File: config.mk
export PLATFORM = sky130hd
export DESIGN_NAME = afull_flag_gen
export DESIGN_NICKNAME = d
export VERILOG_FILES = /design/src/rtl/afull_pkg.sv /design/src/rtl/afull_gray_sync.sv /design/src/rtl/afull_level.sv /design/src/rtl/afull_limit.sv /design/src/rtl/afull_flag_gen.sv
export SDC_FILE = /design/constraint.sdc
export NUM_CORES = 1
export LEC_CHECK = 0
export BUFFER_PORTS_ARGS = -buffer_cell sky130_fd_sc_hd__buf_2
export CAP_MARGIN = 20
export CORE_MARGIN = 4
export CORE_UTILIZATION = 45
export DETAILED_ROUTE_END_ITERATION = 7
export HOLD_SLACK_MARGIN = 0.02
export PLACE_DENSITY = 0.81
export SYNTH_ARGS = -nofsm -noshare
export SYNTH_HDL_FRONTEND = slang
export SYNTH_SLANG_ARGS = --single-unit
File: constraint.sdc
create_clock -name wr_clk -period 3.6 [get_ports wr_clk]
set_clock_uncertainty 0.2 [all_clocks]
set_input_delay 0.36 -clock wr_clk [delete_from_list [all_inputs] [get_ports wr_clk]]
set_output_delay 0.36 -clock wr_clk [all_outputs]
set_load 0.005 [all_outputs]
File: src/rtl/afull_pkg.sv
// Shared definitions for the almost-full flag generator.
// Assumes: nothing beyond IEEE 1800-2017.
package afull_pkg;

    // Effective depth selection captured at reset.
    typedef enum logic {
        DEPTH_STD  = 1'b0,
        DEPTH_FWFT = 1'b1
    } depth_mode_e;

    // Pointer width able to hold DEPTH+1 words with one wrap bit of margin.
    function automatic int unsigned ptr_width(input int unsigned depth);
        return $clog2(depth + 1) + 1;
    endfunction

    // Offset width able to express any offset up to DEPTH+1.
    function automatic int unsigned off_width(input int unsigned depth);
        return $clog2(depth + 2);
    endfunction

endpackage

File: src/rtl/afull_gray_sync.sv
// Carries a Gray-coded pointer into the local clock domain through a
// chain of STAGES flops, then decodes the last stage back to binary.
// Assumes: the source changes at most one bit between samples, as
// Gray counters do; STAGES >= 2.
module afull_gray_sync #(
    parameter int unsigned W      = 6,
    parameter int unsigned STAGES = 2
) (
    input  logic         clk,
    input  logic         rst_n,
    input  logic [W-1:0] gray_in,
    output logic [W-1:0] bin_out
);
    localparam int unsigned LAST = STAGES - 1;

    logic [W-1:0] stage_q [STAGES];

    // Shift the Gray value through the synchronizer chain.
    always_ff @(posedge clk) begin
        if (!rst_n) begin
            for (int i = 0; i < STAGES; i++) begin
                stage_q[i] <= '0;
            end
        end else begin
            stage_q[0] <= gray_in;
            for (int i = 1; i < STAGES; i++) begin
                stage_q[i] <= stage_q[i-1];
            end
        end
    end

    // Gray to binary: each bit is the XOR of itself and all higher bits.
    for (genvar b = 0; b < W; b++) begin : g_dec
        assign bin_out[b] = ^stage_q[LAST][W-1:b];
    end

endmodule

File: src/rtl/afull_level.sv
// Write-side occupancy: the write count including this cycle's write,
// minus the synchronized read count, modulo 2^PTR_W.
// Assumes: true occupancy never exceeds 2^(PTR_W-1).
module afull_level #(
    parameter int unsigned PTR_W = 6
) (
    input  logic [PTR_W-1:0] wr_ptr,
    input  logic             wr_en,
    input  logic [PTR_W-1:0] rd_bin,
    output logic [PTR_W-1:0] occ
);
    logic [PTR_W-1:0] wr_inc;

    // Widen the write strobe to pointer width.
    always_comb begin
        wr_inc = {{(PTR_W-1){1'b0}}, wr_en};
    end

    // Look ahead by the current write so the flag falls on its edge.
    always_comb begin
        occ = wr_ptr + wr_inc - rd_bin;
    end

endmodule

File: src/rtl/afull_limit.sv
// Threshold at which the flag asserts: effective depth minus offset,
// clamped to one word when the offset reaches the depth.
// Assumes: the offset is steady except during reset or idle.
module afull_limit #(
    parameter int unsigned DEPTH = 16,
    parameter int unsigned OFF_W = 5,
    parameter int unsigned PTR_W = 6
) (
    input  afull_pkg::depth_mode_e mode,
    input  logic [OFF_W-1:0]       offset,
    output logic [PTR_W-1:0]       thresh
);
    import afull_pkg::*;

    localparam int unsigned CMP_W = ((PTR_W > OFF_W) ? PTR_W : OFF_W) + 1;

    logic [CMP_W-1:0] full_d;
    logic [CMP_W-1:0] off_x;
    logic [CMP_W-1:0] diff;

    // Effective depth grows by the output register in fall-through mode.
    always_comb begin
        full_d = CMP_W'(DEPTH) + ((mode == DEPTH_FWFT) ? CMP_W'(1) : CMP_W'(0));
        off_x  = CMP_W'(offset);
    end

    // Subtract the offset, never going below one word.
    always_comb begin
        if (off_x >= full_d) begin
            diff = CMP_W'(1);
        end else begin
            diff = full_d - off_x;
        end
        thresh = diff[PTR_W-1:0];
    end

endmodule

File: src/rtl/afull_flag_gen.sv
// Almost-full flag generator, registered entirely in the write domain.
// Captures the depth mode during reset, synchronizes the Gray read
// pointer, and asserts afull_n (low) while occupancy >= depth - offset.
// Assumes: wr_ptr and rd_ptr_gray are zero while reset is released.
module afull_flag_gen
    import afull_pkg::*;
#(
    parameter  int unsigned DEPTH       = 16,
    parameter  int unsigned SYNC_STAGES = 2,
    localparam int unsigned PTR_W       = ptr_width(DEPTH),
    localparam int unsigned OFF_W       = off_width(DEPTH)
) (
    input  logic             wr_clk,
    input  logic             wr_rst_n,
    input  logic             fwft_sel,
    input  logic             wr_en,
    input  logic [PTR_W-1:0] wr_ptr,
    input  logic [PTR_W-1:0] rd_ptr_gray,
    input  logic [OFF_W-1:0] afull_offset,
    output logic             afull_n
);
    depth_mode_e      mode_q;
    logic [PTR_W-1:0] rd_bin_w;
    logic [PTR_W-1:0] occ_w;
    logic [PTR_W-1:0] thresh_w;

    // Capture the depth mode only while master reset is held.
    always_ff @(posedge wr_clk) begin
        if (!wr_rst_n) begin
            mode_q <= fwft_sel ? DEPTH_FWFT : DEPTH_STD;
        end
    end

    afull_gray_sync #(
        .W      (PTR_W),
        .STAGES (SYNC_STAGES)
    ) u_sync (
        .clk     (wr_clk),
        .rst_n   (wr_rst_n),
        .gray_in (rd_ptr_gray),
        .bin_out (rd_bin_w)
    );

    afull_level #(
        .PTR_W (PTR_W)
    ) u_level (
        .wr_ptr (wr_ptr),
        .wr_en  (wr_en),
        .rd_bin (rd_bin_w),
        .occ    (occ_w)
    );

    afull_limit #(
        .DEPTH (DEPTH),
        .OFF_W (OFF_W),
        .PTR_W (PTR_W)
    ) u_limit (
        .mode   (mode_q),
        .offset (afull_offset),
        .thresh (thresh_w)
    );

    // Register the flag on write edges only; high means not almost full.
    always_ff @(posedge wr_clk) begin
        if (!wr_rst_n) begin
            afull_n <= 1'b1;
        end else begin
            afull_n <= !(occ_w >= thresh_w);
        end
    end

endmodule

==> summary.txt <==
Status
  • Outcome: complete, no violations

Die
  • Die Y: 55.0 um
  • I/O pins: 22
  • Die W: 55.0 um
  • Row cnt: 16
  • Starting Density: 49.1%
  • CORE AREA: 0.00202 mm2
  • Die area: 0.00302 mm2

Critical path
  • Worst path required time: 3610 ps
  • Critical path class: reg -> reg
  • Critical Path, Cell by Cell: xnor2_2, xnor2_2, xnor3_2, xnor2_2, ha_1, inv_2, ha_4, inv_2, fa_2, inv_2, a21o_1, a21oi_2, xnor2_1, ha_1, a21o_1, a21oi_2, o21ai_1, o21ai_1
  • R2r endpoint: afull_n$_SDFF_PN1_
  • Max FO, Critical Path: 3
  • Critical path depth in cells: 18
  • R2R setup slack: 120 ps
  • Critical Path Source Type: flop
  • R2R cell count: 18
  • Worst path slowest cell: fa_2
  • Crit-path max cell delay: 350 ps
  • Delay-heaviest family, CP: adder cells
  • CP endpoint kind: flop
  • CP Launch Point: u_sync.stage_q[0][10]$_SDFF_PN0_
  • Buffers and inverters on the worst path: 3
  • CP endpoint: afull_n$_SDFF_PN1_
  • Arr. time, crit path: 3480 ps
  • Reg2Reg Launch Point: u_sync.stage_q[0][10]$_SDFF_PN0_

Logic synthesis
  • Synth Area per Inst: 9.65 um2
  • Post-synth EDFFs: 1
  • Yosys top cell by area: dfxtp_1
  • Top cell type's share of synthesized area: 26.2%
  • Synth Register Bits: 14
  • Top cells by area, synth: dfxtp_1, ha_1, xnor2_1
  • Post-synth design cell area: 993 um2
  • Synth cell types: 23
  • Register area share after synthesis: 29.2%
  • Async set-reset flop share out of synthesis: 0%
  • Syn_nets: 144
  • Main synth FF type: dfxtp_1
  • Synth warnings: 0
  • Mapped Cells: 103

Place
  • Detail Placement HPWL: 1.33 mm
  • Total placed cells including tap cells: 150
  • I/O Buffers: 21
  • GPL Wtd Cong: 0.767
  • Dpl cell area: 0.00113 mm2

Final layout
  • Final Util: 61.7%
  • Share of layout cells above drive strength 1: 34.1%
  • Layout Nets: 174
  • Antenna cells: 0
  • Final instance area: 0.00125 mm2
  • Area Growth Syn to Fin: 25.6%
  • Final Non-Filler Cells: 159

STA
  • Hold_ws: 60.1 ps
  • Worst slew pin tran: 446 ps
  • Final Hold Fails: 0
  • Crit share post-route: 96.6%
  • Final setup viols: 0
  • Final Critical Period: 3480 ps
  • Relative slew slack: 69.9%
  • Final Max Slew Viols: 0
  • RSZ-0062 raised after global routing: yes
  • Max Clk Rate: 0.288 GHz

Drt
  • Met1 wire length: 699 um
  • Highest routing layer actually used: met4
  • 1st-pass router iterations: 4
  • Detail Route met3 WL: 95 um
  • Vias: 759
  • Detailed Route Iter0 Violations: 1
  • Post-route ant nets: 0
  • DR WL/cell: 10.1 um
  • Detailed Route WL: 1.61 mm
  • DRC: 0
  • Met2 WL: 755 um
  • Vias per cell: 4.77

Power
  • Leakage Power: 0.612 nW
  • Power Total: 0.561 mW
  • Pwr dens: 449 mW/mm2
  • Peak supply drop: 0.226 mV

Clock tree
  • Maximum clock path buffer count: 2
  • Total CTS buffers: 3
  • CTS tree: built
  • H-tree Lvls: 1
  • Worst-skew pair later-pin latency: 270 ps
  • Clock transition at the registers of the reported paths: 70 ps
  • CTS sink count: 14
  • Clock Root Buffer: clkbuf_4

Global route
  • Antenna violations before repair: 0
  • Global-route wire length before repair: 2.72 mm
  • Vias in the first global route: 702
  • Total Routing Usage GR: 12.6%
  • Pin count of the biggest net entering global routing: 14
  • Total congestion overflow: 0

Run
  • Max_cap viols: 0

Worst hold path
  • Worst min-delay path category: in -> reg
## layer usage
layer	vias up	global-route usage [%]
li1	397	-
met5	-	0
met2	25	20.5
met3	7	2.95
met1	330	14.6
met4	0	8.50
## final cells by class
type                            count  area [um2]
Fill cell                         178         774
Multi-Input combinational cell     73         686
Sequential cell                    14         293
Timing Repair Buffer               26         143
Inverter                           15        56.3
Clock buffer                        4        36.3
Tap cell                           27        33.8
## timing repair
item / in CTS / in global routing
setup endpoints to repair: 1 / 1
hold buffers: 0 / 0
resized for setup: 6 / 8
buffers inserted: 3 / 2
pin swaps: 3 / 3
## cells by family (layout without fill, tap and decap cells)
logic type	Yosys count	after routing	synth area share, %
buf+inv	16	45	6.04
xor+xnor	13	13	14.5
compound gates	16	16	10.7
simple gates	24	24	13.6
fa+ha+maj	20	20	25.9
flops	14	14	29.2
## registers in the layout, summed over array words and instances, names as in the netlist
name            cells
afull_n             1
mode_q              1
u_sync.stage_q     12
## how the worst min path moves through the flow
| stage | startpoint | to | depth (start not counted) |
|---|---|---|---|
| 2_1_floorplan | u_sync.stage_q[0][4]$_SDFF_PN0_ | u_sync.stage_q[0][10]$_SDFF_PN0_ | 1 |
| 3_3_place_gp | u_sync.stage_q[0][4]$_SDFF_PN0_ | u_sync.stage_q[0][10]$_SDFF_PN0_ | 1 |
| 3_5_place_dp | u_sync.stage_q[0][2]$_SDFF_PN0_ | u_sync.stage_q[0][8]$_SDFF_PN0_ | 1 |
| 4_1_cts | fwft_sel | mode_q$_DFFE_PN_ | 1 |
| 5_1_grt | fwft_sel | mode_q$_DFFE_PN_ | 1 |
| 6_report | fwft_sel | mode_q$_DFFE_PN_ | 1 |
## layout by cell type, fill, tap and decap left out, types with 3 or more instances in the layout
master	n
buf_4	5
a21oi_1	4
nand2b_1	3
clkbuf_4	3
xnor2_2	3
dfxtp_1	11
a21o_1	3
nand3_1	3
inv_2	3
and2_1	12
ha_1	17
inv_1	12
nand2_1	4
xnor2_1	8
buf_2	21
## power by group
group / switching [mW] / internal (mW) / leakage [nW]
Clock: 0.0459 / 0.0615 / 0.0210
Combinational: 0.135 / 0.146 / 0.473
Sequential: 0.00381 / 0.168 / 0.118
## synth_stat cells (2+ instances only)
master    count
a21oi_1       6
xnor2_2       2
nand2b_1      3
nand2_1       4
o21ai_0       3
a21o_1        3
dfxtp_1      13
nand3_1       3
inv_1        15
ha_1         19
xnor2_1       9
and2_1       12
## per-stage QoR
step           TNS (ps)  setup WS, ps
2_1_floorplan         0           155
6_report              0           124
3_5_place_dp       -132          -132
5_1_grt           -46.2         -46.2
3_3_place_gp          0          3.58
4_1_cts               0          17.7
## worst reg2reg max path, cell delays in order (launching register included)
cell and delay (ps):
dfxtp_2 330, xnor2_2 210, xnor2_2 150, xnor3_2 310, xnor2_2 150, ha_1 280
inv_2 70, ha_4 140, inv_2 40, fa_2 350, inv_2 50, a21o_1 120
a21oi_2 60, xnor2_1 130, ha_1 290, a21o_1 200, a21oi_2 140, o21ai_1 80
o21ai_1 110
(Power assumes the default switching activity.)
